**src/rtl/exc_pkg.sv**
```systemverilog
package exc_pkg;

    typedef enum logic [3:0] {
        EXC_NONE = 4'd0,
        EXC_MCHK = 4'd1,
        EXC_DBG  = 4'd2,
        EXC_CPIN = 4'd3,
        EXC_WDOG = 4'd4,
        EXC_PROG = 4'd5,
        EXC_ALGN = 4'd6,
        EXC_EXT  = 4'd7,
        EXC_FIT  = 4'd8,
        EXC_PIT  = 4'd9
    } exc_kind_e;

    localparam int EXC_KINDS = 10;
    localparam int VEC_SHIFT = 8;
    localparam int EE_BIT    = 0;
    localparam int CE_BIT    = 1;

    typedef struct packed {
        logic      vld;
        logic      crit;
        logic      from_cur;
        exc_kind_e kind;
    } exc_sel_t;

    function automatic logic kind_is_crit(exc_kind_e k);
        return (k == EXC_MCHK) || (k == EXC_DBG) || (k == EXC_CPIN) || (k == EXC_WDOG);
    endfunction

    function automatic logic kind_faults_here(exc_kind_e k, logic sc);
        return ((k == EXC_PROG) && !sc) || (k == EXC_ALGN);
    endfunction

endpackage

```
**src/rtl/exc_prio.sv**
```systemverilog
module exc_prio
    import exc_pkg::*;
#(
    parameter int N_EXT = 6
) (
    input  logic             req_mchk,
    input  logic             req_debug,
    input  logic             req_wdog,
    input  logic             req_prog,
    input  logic             prog_sc,
    input  logic             req_align,
    input  logic             req_fit,
    input  logic             req_pit,
    input  logic [N_EXT-1:0] ext_irq,
    input  logic [N_EXT-1:0] ext_mask,
    input  logic             ee,
    input  logic             ce,
    input  logic             mc_busy,
    output exc_sel_t         sel
);
    logic [N_EXT-1:0]     live;
    logic [EXC_KINDS-1:0] qual;

    assign live = ext_irq & ext_mask;

    always_comb begin
        qual           = '0;
        qual[EXC_MCHK] = req_mchk;
        qual[EXC_DBG]  = req_debug;
        qual[EXC_CPIN] = live[0] & ce;
        qual[EXC_WDOG] = req_wdog & ce;
        qual[EXC_PROG] = req_prog;
        qual[EXC_ALGN] = req_align;
        qual[EXC_EXT]  = (|live[N_EXT-1:1]) & ee;
        qual[EXC_FIT]  = req_fit & ee;
        qual[EXC_PIT]  = req_pit & ee;
    end

    always_comb begin
        sel = '0;
        sel.kind = EXC_NONE;
        for (int i = EXC_KINDS - 1; i >= 1; i--) begin
            if (qual[i]) begin
                sel.vld  = 1'b1;
                sel.kind = exc_kind_e'(4'(i));
            end
        end
        sel.crit     = kind_is_crit(sel.kind);
        sel.from_cur = mc_busy || (!sel.crit && kind_faults_here(sel.kind, prog_sc));
    end
endmodule

```
**src/rtl/exc_srr_pair.sv**
```systemverilog
module exc_srr_pair #(
    parameter int ADDR_W = 32,
    parameter int MS_W   = 8
) (
    input  logic              clk,
    input  logic              rst,
    input  logic              cap,
    input  logic [ADDR_W-1:0] addr_in,
    input  logic [MS_W-1:0]   ms_in,
    output logic [ADDR_W-1:0] addr_q,
    output logic [MS_W-1:0]   ms_q
);
    always_ff @(posedge clk) begin
        if (rst) begin
            addr_q <= '0;
            ms_q   <= '0;
        end else if (cap) begin
            addr_q <= addr_in;
            ms_q   <= ms_in;
        end
    end
endmodule

```
**src/rtl/exc_dispatch.sv**
```systemverilog
module exc_dispatch
    import exc_pkg::*;
#(
    parameter int                ADDR_W   = 32,
    parameter int                MS_W     = 8,
    parameter int                N_EXT    = 6,
    parameter logic [ADDR_W-1:0] VEC_BASE = '0
) (
    input  logic              clk,
    input  logic              rst,
    input  logic              req_mchk,
    input  logic              req_debug,
    input  logic              req_wdog,
    input  logic              req_prog,
    input  logic              prog_sc,
    input  logic              req_align,
    input  logic              req_fit,
    input  logic              req_pit,
    input  logic [N_EXT-1:0]  ext_irq,
    input  logic [N_EXT-1:0]  ext_mask,
    input  logic [ADDR_W-1:0] cur_pc,
    input  logic [ADDR_W-1:0] nxt_pc,
    input  logic              mc_busy,
    input  logic              rfi,
    input  logic              rfci,
    input  logic              ms_wr,
    input  logic [MS_W-1:0]   ms_wdata,
    output logic              take,
    output logic              take_crit,
    output logic [3:0]        take_kind,
    output logic [ADDR_W-1:0] take_vec,
    output logic              mc_abort,
    output logic              ret,
    output logic [ADDR_W-1:0] ret_pc,
    output logic [MS_W-1:0]   ms,
    output logic [ADDR_W-1:0] srr0,
    output logic [MS_W-1:0]   srr1,
    output logic [ADDR_W-1:0] srr2,
    output logic [MS_W-1:0]   srr3
);
    localparam int PAIRS = 2;
    localparam logic [MS_W-1:0] EE_M = MS_W'(1) << EE_BIT;
    localparam logic [MS_W-1:0] CE_M = MS_W'(1) << CE_BIT;

    exc_sel_t          sel;
    logic [ADDR_W-1:0] save_addr;
    logic [ADDR_W-1:0] pair_addr [PAIRS];
    logic [MS_W-1:0]   pair_ms   [PAIRS];

    exc_prio #(.N_EXT(N_EXT)) u_prio (
        .req_mchk (req_mchk),
        .req_debug(req_debug),
        .req_wdog (req_wdog),
        .req_prog (req_prog),
        .prog_sc  (prog_sc),
        .req_align(req_align),
        .req_fit  (req_fit),
        .req_pit  (req_pit),
        .ext_irq  (ext_irq),
        .ext_mask (ext_mask),
        .ee       (ms[EE_BIT]),
        .ce       (ms[CE_BIT]),
        .mc_busy  (mc_busy),
        .sel      (sel)
    );

    assign save_addr = sel.from_cur ? cur_pc : nxt_pc;

    for (genvar g = 0; g < PAIRS; g++) begin : g_pair
        exc_srr_pair #(.ADDR_W(ADDR_W), .MS_W(MS_W)) u_pair (
            .clk    (clk),
            .rst    (rst),
            .cap    (sel.vld && (sel.crit == (g == 1))),
            .addr_in(save_addr),
            .ms_in  (ms),
            .addr_q (pair_addr[g]),
            .ms_q   (pair_ms[g])
        );
    end

    assign srr0 = pair_addr[0];
    assign srr1 = pair_ms[0];
    assign srr2 = pair_addr[1];
    assign srr3 = pair_ms[1];

    always_ff @(posedge clk) begin
        if (rst) begin
            take      <= 1'b0;
            take_crit <= 1'b0;
            take_kind <= 4'd0;
            take_vec  <= '0;
            mc_abort  <= 1'b0;
            ret       <= 1'b0;
            ret_pc    <= '0;
            ms        <= '0;
        end else begin
            take      <= sel.vld;
            take_crit <= sel.vld && sel.crit;
            take_kind <= sel.kind;
            take_vec  <= VEC_BASE + (ADDR_W'(sel.kind) << VEC_SHIFT);
            mc_abort  <= sel.vld && mc_busy;
            ret       <= 1'b0;
            if (sel.vld) begin
                ms <= ms & ~(sel.crit ? (EE_M | CE_M) : EE_M);
            end else if (rfci) begin
                ms     <= pair_ms[1];
                ret_pc <= pair_addr[1];
                ret    <= 1'b1;
            end else if (rfi) begin
                ms     <= pair_ms[0];
                ret_pc <= pair_addr[0];
                ret    <= 1'b1;
            end else if (ms_wr) begin
                ms <= ms_wdata;
            end
        end
    end

    assert_take_ret_excl_R11: assert property (@(posedge clk) disable iff (rst)
        !(take && ret));
    assert_crit_clears_R9: assert property (@(posedge clk) disable iff (rst)
        (take && take_crit) |-> (!ms[EE_BIT] && !ms[CE_BIT]));
    assert_noncrit_clears_R9: assert property (@(posedge clk) disable iff (rst)
        (take && !take_crit) |-> !ms[EE_BIT]);
    assert_crit_keeps_pair0_R7: assert property (@(posedge clk) disable iff (rst)
        (take && take_crit) |-> ($stable(srr0) && $stable(srr1)));
    assert_noncrit_keeps_pair1_R6: assert property (@(posedge clk) disable iff (rst)
        (take && !take_crit) |-> ($stable(srr2) && $stable(srr3)));
    assert_ext_needs_ee_R4: assert property (@(posedge clk) disable iff (rst)
        (take && take_kind == 4'(EXC_EXT)) |-> srr1[EE_BIT]);
    assert_abort_with_take_R8: assert property (@(posedge clk) disable iff (rst)
        mc_abort |-> take);
    assert_take_pulse_R3: assert property (@(posedge clk) disable iff (rst)
        take |-> (take_kind != 4'd0));
endmodule

```
**config.mk**
```make
export PLATFORM = sky130hd
export DESIGN_NAME = exc_dispatch
export DESIGN_NICKNAME = d
export VERILOG_FILES = /design/src/rtl/exc_pkg.sv /design/src/rtl/exc_prio.sv /design/src/rtl/exc_srr_pair.sv /design/src/rtl/exc_dispatch.sv
export SDC_FILE = /design/constraint.sdc
export NUM_CORES = 1
export LEC_CHECK = 0
export BUFFER_PORTS_ARGS = -buffer_cell sky130_fd_sc_hd__buf_2
export CAP_MARGIN = 30
export CORE_MARGIN = 2
export CORE_UTILIZATION = 51
export DETAILED_ROUTE_END_ITERATION = 16
export GPL_ROUTABILITY_DRIVEN = 0
export PLACE_DENSITY_LB_ADDON = 0.12
export SETUP_SLACK_MARGIN = 0.5
export SLEW_MARGIN = 20
export SYNTH_ARGS = -nofsm -noshare
export SYNTH_HDL_FRONTEND = slang
export SYNTH_SLANG_ARGS = --single-unit
```
**constraint.sdc**
```tcl
create_clock -name clk -period 5.05 [get_ports clk]
set_clock_uncertainty 0.2 [all_clocks]
set_input_delay 0 -clock clk [delete_from_list [all_inputs] [get_ports clk]]
set_output_delay 0 -clock clk [all_outputs]
set_load 0.02 [all_outputs]
```
==> metrics.md, run 1 <==
| Metric | Value |
|---|---|
| Leak | `3.905 nW` |
| Vias per cell | `5.608` |
| Pre-Repair DR Iteration Count | `5` |
| Routed WL per cell | `17.21 um` |
| Post-CTS Setup Inserts | `0` |
| Final setup TNS | `0 ps` |
| Avg Synthesized Cell Area | `9.131 um^2` |
| Synth Flop Type | `dfxtp_1` |
| CP Max Fanout | `32` |
| ANT nets after route | `0` |
| Reg2Reg Setup Slack | `1460 ps` |
| Die height | `110.9 um` |
| Setup violators final | `0` |
| Crit path launch type | `flop` |
| Status | `finished clean` |
| Crit path largest cell delay | `770 ps` |
| Final hold vios | `0` |
| Ant. Diodes | `0` |
| Crit path capture type | `flop` |
| Non-Filler Instances | `1110` |
| Async SR Flop Fraction | `0` |
| Layout area overhead | `48.65%` |
| Post-synth top cells | `dfxtp_1, nor2_1, a311oi_1, mux2i_1, o21ai_0` |
| Fraction of layout cells with a size suffix above 1 | `0.3154` |
| Synth area leader | `dfxtp_1` |
| Worst skew pair latency | `400 ps` |
| Fmax | `278.4 MHz` |
| Clock sink count | `128` |
| PostCTS Resize Cnt | `0` |
| Port bufs | `229` |
| Power, Total | `2.806 mW` |
| Drt total wl | `19.10 mm` |
| Fin nets | `1052` |
| Number of synthesized register bits | `128` |
| Post-synth top area share | `0.4399` |
| DR iter-0 viols | `520` |
| Relative slew margins | `0.4654` |
| Pwr dens | `324.1 nW/um^2` |
| Placed cells | `954` |
| Synth Warn # | `0` |
| Hold Path Class | `input port to flop` |
| CP required | `5200 ps` |
| CTS tree | `built` |
| H-tree depth | `4` |
| First-pass GRT wire length | `30.63 mm` |
| Gr ovfl total | `0` |
| CP max-delay cell | `a31o_2` |
| Dominant cells by area after synthesis | `dfxtp_1, a311oi_1, mux2i_1, nor2_1, buf_4` |
| Clock Path Buffers | `2` |
| Max_cap viols | `0` |
| WHS | `69.10 ps` |
| Total clock buffers created by CTS | `17` |
| Synth cell types | `39` |
| Peak supply drop | `0.2031 mV` |
| DP Wirelength | `11.08 mm` |
| Design area | `8660 um^2` |
| Die area | `12290 um^2` |
| Core area | `11270 um^2` |
| All-layer global routing usage | `0.3049` |
| CTS Root Cell | `clkbuf_16` |
| Initial antenna violation count | `0` |
| Placed inst area | `6802 um^2` |
| Slew Limit Fails | `0` |
| Crit Path Class | `flop to flop` |
| Most frequent cell after synthesis | `dfxtp_1` |
| Synth Instances | `638` |
| # DRC | `0` |
| Tmin final | `3592 ps` |
| IO Count | `258` |
| Initial core utilization | `0.5168` |
| DR vias | `6225` |
| Via count of the first global-routing pass | `6234` |
| Sequential area share after synthesis | `0.4399` |
| Die width | `110.9 um` |
| Largest net degree at the start of global routing | `73` |
| Fin crit share | `0.7114` |
| EDFF count, synth | `0` |
| Clock transition at path regs | `60 ps` |
| Actual slew at the worst max-slew pin | `801.8 ps` |
| # rows | `39` |
| Critical path, cell by cell | `inv_1, a21o_2, a211oi_1, a31o_2, o21ai_0, a311oi_1, dlygate4sd3_1` |
| Crit path DAT | `3740 ps` |
| Mapped cell area | `5826 um^2` |
| RSZ-0062 raised after global routing | `false` |
==> cells in the final DEF (no fill, tap or decap), types with 28 or more instances in the layout <==
cell type	synthesis	layout
buf_2	9	228
dfxtp_1	128	128
a211oi_1	35	34
o21ai_0	41	41
nor2_1	117	116
mux2i_1	54	54
dlygate4sd3_1	0	123
a311oi_1	64	64
conb_1	1	28
==> path summary, 6_finish.rpt <==
kind / cells after the start / end / startpoint
worst min register to register: 2 / g_pair[1].u_pair.ms_q[2] / g_pair[1].u_pair.ms_q[2]
worst max register to register: 7 / g_pair[1].u_pair.addr_q[24] / ms[0]
worst max-delay path: 7 / g_pair[1].u_pair.addr_q[24] / ms[0]
worst min-delay path: 5 / take / req_fit
==> registers in the layout, indices dropped and copies added, names as in the netlist <==
name,count
g_pair.u_pair.addr_q,64
mc_abort,1
g_pair.u_pair.ms_q,16
take,1
ret_pc,32
ret,1
ms,8
take_vec,4
take_crit,1
==> where the power goes <==
| group | internal, mW | switching, mW |
|---|---|---|
| registers | 1.06 | 0.0368 |
| clock network | 0.789 | 0.457 |
| logic | 0.198 | 0.266 |
| total | 2.05 | 0.759 |
==> repair_timing <==
item / CTS / global route
hold endpoints to repair: 101 / 0
hold buffers: 123 / 0
setup endpoints to repair: 0 / 0
==> worst max-delay path, delay by kind of cell, from the launching register on <==
| family | cells | cell delay (ps) |
|---|---|---|
| AOI/OAI and AO/OA | 5 | 2150 |
| buffers and inverters | 2 | 690 |
| DFF | 1 | 500 |
==> stage by stage <==
step / worst slack [ps] / util
final: 1458 / 0.7682
after global routing: 1312 / 0.7682
after CTS: 1543 / 0.7665
after detailed placement: 2082 / 0.6034
after global placement: 2221 / 0.6012
after floorplan: 2845 / -
==> cells by family after synthesis <==
logic type             after synthesis  synth area share
AND/OR/NAND/NOR                    198            0.1654
AO/OA/AOI/OAI                      163            0.2043
flip-flops                         128            0.4399
buffers and inverters               94           0.09708
multiplexers                        54           0.09278
other                                1         0.0006437
==> final cells by class <==
cell class | count | area [um^2]
clock inverter | 13 | 163.9
multi-input combinational | 443 | 2828
timing repair buffer | 361 | 2472
tap | 143 | 178.9
fill | 779 | 2613
sequential | 128 | 2562
clock buffer | 19 | 442.9
inverter | 3 | 11.26
==> metal layers <==
| metal | vias to the layer above | track usage | wire, um |
|---|---|---|---|
| li1 | 2906 | - | - |
| met1 | 2947 | 0.3680 | 7722 |
| met2 | 319 | 0.5121 | 9326 |
| met3 | 53 | 0.06397 | 1396 |
| met4 | 0 | 0.1592 | 652 |
| met5 | - | 0 | 0 |
No activity file was read; power rests on OpenSTA's default activity.
==> run 2, diff against run 1 <==
--- a/config.mk
+++ b/config.mk
@@ -8,7 +8,7 @@
 export BUFFER_PORTS_ARGS = -buffer_cell sky130_fd_sc_hd__buf_2
 export CAP_MARGIN = 30
 export CORE_MARGIN = 2
-export CORE_UTILIZATION = 51
+export CORE_UTILIZATION = 48
 export DETAILED_ROUTE_END_ITERATION = 16
 export GPL_ROUTABILITY_DRIVEN = 0
 export PLACE_DENSITY_LB_ADDON = 0.12
==> constraint.sdc (replaced) <==
create_clock -name clk -period 3.45 [get_ports clk]
set_clock_uncertainty 0.2 [all_clocks]
set_input_delay 0 -clock clk [delete_from_list [all_inputs] [get_ports clk]]
set_output_delay 0 -clock clk [all_outputs]
set_load 0.02 [all_outputs]
==> metrics.md, run 2 (synthesized netlist as in run 1, its figures left out) <==
| Metric | Value |
|---|---|
| Status | `finished clean` |
| Tmin final | `2842 ps` |
| Power, Total | `4.036 mW (+44%)` |
| Pwr dens | `480.4 nW/um^2 (+48%)` |
| # DRC | `0 (unchanged)` |
| Max_cap viols | `0 (unchanged)` |
| Peak supply drop | `0.2969 mV (+46%)` |
| Largest register FFs | `64 (unchanged)` |
| Worst skew pair latency | `410 ps (about the same)` |
| Crit Path Class | `input port to flop` |
| First element of the critical path | `ext_mask[2]` |
| Drt total wl | `18.10 mm (-5.2%)` |
| Largest net degree at the start of global routing | `100 (+37%)` |
| Routed WL per cell | `16.63 um (-3.3%)` |
| DR vias | `5941 (-4.6%)` |
| DP Wirelength | `11.20 mm (+1.1%)` |
| WHS | `85.12 ps (+16.02 ps)` |
| Fmax | `351.8 MHz` |
| Leading cell type in the layout, fill and taps excluded | `buf_2` |
| H-tree depth | `4 (unchanged)` |
| Hold Path Class | `input port to flop` |
| Final hold vios | `0 (unchanged)` |
| Multi-input logic area | `2835 um^2 (+0.27%)` |
| DR iter-0 viols | `337 (-35%)` |
| Pre-Repair DR Iteration Count | `5 (unchanged)` |
| Core area | `11910 um^2 (+5.7%)` |
| Clock Path Buffers | `2 (unchanged)` |
| CP required | `3600 ps (-1600 ps)` |
| Leak | `3.754 nW (-3.9%)` |
| Actual slew at the worst max-slew pin | `770.5 ps (-31.32 ps)` |
| Layout area overhead | `44.20%` |
| Total clock buffers created by CTS | `17 (unchanged)` |
| Fin crit share | `0.8239` |
| Met1 Use GR | `0.3309 (-0.03712)` |
| Fraction of layout cells with a size suffix above 1 | `0.3255 (+0.01012)` |
| Vias per cell | `5.460 (-2.6%)` |
| IO Count | `258 (unchanged)` |
| # rows | `40 (+2.6%)` |
| GR peak layer | `met2` |
| Setup violators final | `0 (unchanged)` |
| All-layer global routing usage | `0.2708 (-0.03412)` |
| RSZ-0062 raised after global routing | `true` |
| Crit path DAT | `3000 ps (-740 ps)` |
| Initial antenna violation count | `0 (unchanged)` |
| Initial core utilization | `0.4891 (-0.02774)` |
| Clock transition at path regs | `60 ps (about the same)` |
| R2R Path Start | `ms[1]` |
| Gr ovfl total | `0 (unchanged)` |
| First-pass GRT wire length | `28.18 mm (-8.0%)` |
| Die height | `114.2 um (+3.0%)` |
| Via count of the first global-routing pass | `5747 (-7.8%)` |
| Slew Limit Fails | `0 (unchanged)` |
| Most flop-heavy register | `g_pair.u_pair.addr_q` |
| M3 GR Usage | `0.06723 (+0.003262)` |
| Final setup TNS | `0 ps (unchanged)` |
| CTS Root Cell | `clkbuf_16` |
| Die width | `114.2 um (+3.0%)` |
| Die area | `13030 um^2 (+6.0%)` |
| Clock sink count | `128 (unchanged)` |
| Biggest regs | `g_pair.u_pair.addr_q: 64 flops, ret_pc: 32 flops, g_pair.u_pair.ms_q: 16 flops` |
| FILL cells | `932 (+20%)` |
| Port bufs | `229 (unchanged)` |
| ANT nets after route | `0 (unchanged)` |
| CTS tree | `built` |
| Relative slew margins | `0.4863 (+0.02088)` |
| Met2 usage | `0.4595 (-0.05254)` |
| Register area | `2562 um^2 (unchanged)` |
| Most frequent cells in the layout | `buf_2, dfxtp_1, nor2_1` |
| Crit path launch type | `input port` |
| Hold path startpoint | `ext_mask[0]` |
| Fin nets | `1025 (-2.6%)` |
| CP Max Fanout | `3 (-91%)` |
| Crit path capture type | `flop` |
run 2: layout make-up:
type | instances | area share
timing repair buffer | 334 | 0.2638
inverter | 3 | 0.001340
sequential | 128 | 0.3050
clock buffer | 21 | 0.05362
antenna | 1 | 0.0002979
multi-input combinational | 443 | 0.3375
tap | 147 | 0.02189
clock inverter | 11 | 0.01653
run 2: power breakdown:
group | leakage, nW | total [mW] | switching [mW] | internal, mW
Combinational | 2.42 | 0.643 | 0.377 | 0.266
Clock | 0.287 | 1.79 | 0.641 | 1.15
Sequential | 1.05 | 1.60 | 0.0509 | 1.55
Total | 3.75 | 4.04 | 1.07 | 2.97
run 2: timing repair:
item                                    4_1_cts  5_1_grt
hold buffers                                 91        1
endpoints found under the setup margin        0       72
setup buffers                                 0        2
resized for setup                             0        3
endpoints found under the hold margin        89       21
run 2: path summary, 6_finish.rpt:
kind	depth (start not counted)	slack, ps	to
setup reg to reg	7	750	g_pair[0].u_pair.addr_q[10]
hold / removal	6	90	g_pair[0].u_pair.ms_q[1]
setup / recovery	9	610	take_vec[11]
hold reg to reg	2	280	g_pair[1].u_pair.ms_q[5]
run 2: layer usage:
| layer | share of wire | vias up |
|---|---|---|
| li1 | - | 2852 |
| met1 | 0.42 | 2794 |
| met2 | 0.49 | 257 |
| met3 | 0.069 | 38 |
| met4 | 0.025 | 0 |
| met5 | 0 | - |
run 2: worst max-delay path: stages:
cell,delay [ps]
dlygate4sd3_1,530
buf_2,120
a222oi_1,240
buf_4,170
dlygate4sd3_1,550
nand2_1,50
dlygate4sd3_1,570
nor4_1,200
dlygate4sd3_1,570
run 2: metrics by stage:
step	area, um^2	worst slack [ps]	util	cells
after floorplan	5927	1245	-	665
after global placement	6829	676.0	0.5733	960
after detailed placement	6829	544.2	0.5733	960
after CTS	8329	526.7	0.6993	1083
after global routing	8398	488.4	0.7050	1087
final	8401	607.6	0.7053	1088
==> run 3, diff against run 2 <==
==> constraint.sdc (replaced) <==
create_clock -name clk -period 2.96 [get_ports clk]
set_clock_uncertainty 0.2 [all_clocks]
set_input_delay 0 -clock clk [delete_from_list [all_inputs] [get_ports clk]]
set_output_delay 0 -clock clk [all_outputs]
set_load 0.02 [all_outputs]
==> metrics.md, run 3 (synthesized netlist as in run 1, its figures left out) <==
| Metric | Value |
|---|---|
| Status | `finished clean` |
| Port bufs | `229 (unchanged)` |
| First-pass GRT wire length | `28.73 mm (+2.0%)` |
| Crit Path Class | `flop to flop` |
| Final hold vios | `0 (unchanged)` |
| Final setup TNS | `0 ps (unchanged)` |
| Relative slew margins | `0.4621 (-0.02424)` |
| Leading cell type in the layout, fill and taps excluded | `buf_2` |
| Largest net degree at the start of global routing | `73 (-27%)` |
| DP Wirelength | `11.14 mm (-0.49%)` |
| Setup violators final | `0 (unchanged)` |
| CP Max Fanout | `9 (+6)` |
| All-layer global routing usage | `0.2748 (+0.004005)` |
| Clock Path Buffers | `2 (unchanged)` |
| Slew Limit Fails | `0 (unchanged)` |
| Clock sink count | `128 (unchanged)` |
| IO Count | `258 (unchanged)` |
| Clock transition at path regs | `60 ps (about the same)` |
| H-tree depth | `4 (unchanged)` |
| Routed WL per cell | `17.50 um (+5.2%)` |
| Initial core utilization | `0.4891 (unchanged)` |
| Ant. Diodes | `0 (-1)` |
| Fraction of layout cells with a size suffix above 1 | `0.3337 (+0.008156)` |
| Leak | `3.779 nW (+0.65%)` |
| Biggest regs | `g_pair.u_pair.addr_q: 64 flops, ret_pc: 32 flops, g_pair.u_pair.ms_q: 16 flops` |
| Largest register FFs | `64 (unchanged)` |
| Layout area overhead | `45.81%` |
| Gr ovfl total | `0 (unchanged)` |
| Crit path capture type | `flop` |
| Total clock buffers created by CTS | `17 (unchanged)` |
| Peak supply drop | `0.3397 mV (+14%)` |
| Crit path largest cell delay | `350 ps (-220 ps)` |
| Fmax | `421.5 MHz` |
| Worst skew pair latency | `400 ps (about the same)` |
| ANT nets after route | `0 (unchanged)` |
| Fin nets | `1027 (+0.20%)` |
| Die height | `114.2 um (unchanged)` |
| Die width | `114.2 um (unchanged)` |
| CP required | `3060 ps (-540 ps)` |
| DR vias | `6064 (+2.1%)` |
| Hold Crit Depth | `5 (-1)` |
| Fin crit share | `0.8015` |
| Pwr dens | `543.7 nW/um^2 (+13%)` |
| CP max-delay cell | `dfxtp_2` |
| CTS Root Cell | `clkbuf_16` |
| Hold Path Class | `input port to flop` |
| Pre-Repair DR Iteration Count | `4 (-1)` |
| Vias per cell | `5.574 (+2.1%)` |
| # DRC | `0 (unchanged)` |
| Initial antenna violation count | `0 (unchanged)` |
| Max_cap viols | `0 (unchanged)` |
| Core area | `11910 um^2 (unchanged)` |
| Most frequent cells in the layout | `buf_2, dfxtp_1, nor2_1` |
| Actual slew at the worst max-slew pin | `806.9 ps (+36.36 ps)` |
| Tmin final | `2372 ps` |
| Crit path DAT | `2470 ps (-530 ps)` |
| Reg2reg path depth | `7 (unchanged)` |
| Most flop-heavy register | `g_pair.u_pair.addr_q` |
| Placed inst area | `6889 um^2 (+0.88%)` |
| # rows | `40 (unchanged)` |
| DR iter-0 viols | `417 (+24%)` |
| Drt total wl | `19.04 mm (+5.2%)` |
| Via count of the first global-routing pass | `6019 (+4.7%)` |
| Design area | `8494 um^2 (+1.1%)` |
| Die area | `13030 um^2 (unchanged)` |
| CTS tree | `built` |
| Crit path launch type | `flop` |
| RSZ-0062 raised after global routing | `false` |
| Critical path, cell by cell | `and3_4, a221o_1, a41oi_4, a31o_4, clkbuf_16, o21ai_0, a311oi_1` |
-- run 3: cell type report --
type,instances,area (um^2)
fillers,950,3417
multi-input cells,443,2869
flip-flops and latches,128,2564
repair buffers,336,2312
clock buffers,20,436.7
well taps,147,183.9
clock inverters,11,117.6
inverters,3,11.26
-- run 3: worst max-delay path: cells and delay by family (launching register included) --
family	cells	cell delay [ps]
compound gates	5	1350
buf+inv	1	190
flops	1	350
simple gates	1	170
-- run 3: worst paths after layout --
kind	startpoint	slack, ps	to
setup / recovery	ms[1]	590	g_pair[1].u_pair.addr_q[23]
hold / removal	rfi	40	ms[1]
setup reg to reg	ms[1]	590	g_pair[1].u_pair.addr_q[23]
hold reg to reg	g_pair[1].u_pair.ms_q[2]	280	g_pair[1].u_pair.ms_q[2]
-- run 3: per-stage QoR --
| step | utilization | setup WS (ps) | hold slack [ps] | total power [mW] | cells |
|---|---|---|---|---|---|
| final | 0.7131 | 587.5 | 42.99 | 4.618 | 1088 |
| after global routing | 0.7131 | 482.6 | 81.45 | 4.792 | 1088 |
| after CTS | 0.7018 | 519.5 | 25.71 | 4.609 | 1084 |
| after detailed placement | 0.5784 | 417.6 | 62.00 | 2.546 | 963 |
| after global placement | 0.5784 | 506.7 | 55.08 | 2.528 | 963 |
| after floorplan | - | 754.8 | -120.7 | 2.340 | 665 |
-- run 3: routing by layer --
metal / wire length [um] / share of wire / vias up / track usage
met1: 7852 / 0.41 / 2894 / 0.3266
met3: 1376 / 0.072 / 39 / 0.06247
met5: 0 / 0 / - / 0
li1: - / - / 2860 / -
met4: 494 / 0.026 / 0 / 0.1114
met2: 9314 / 0.49 / 271 / 0.4798
-- run 3: timing repair --
item | 4_1_cts | 5_1_grt
endpoints found under the hold margin | 104 | 0
endpoints found under the setup margin | 63 | 104
setup buffers | 0 | 0
pin swaps | 0 | 7
hold buffers | 90 | 0
gates cloned | 0 | 4
resized for setup | 2 | 12
-- run 3: power by group --
part           total [mW]  switching (mW)  internal (mW)
Sequential           1.87          0.0586           1.81
Combinational       0.775           0.454          0.321
Clock                1.98           0.748           1.23
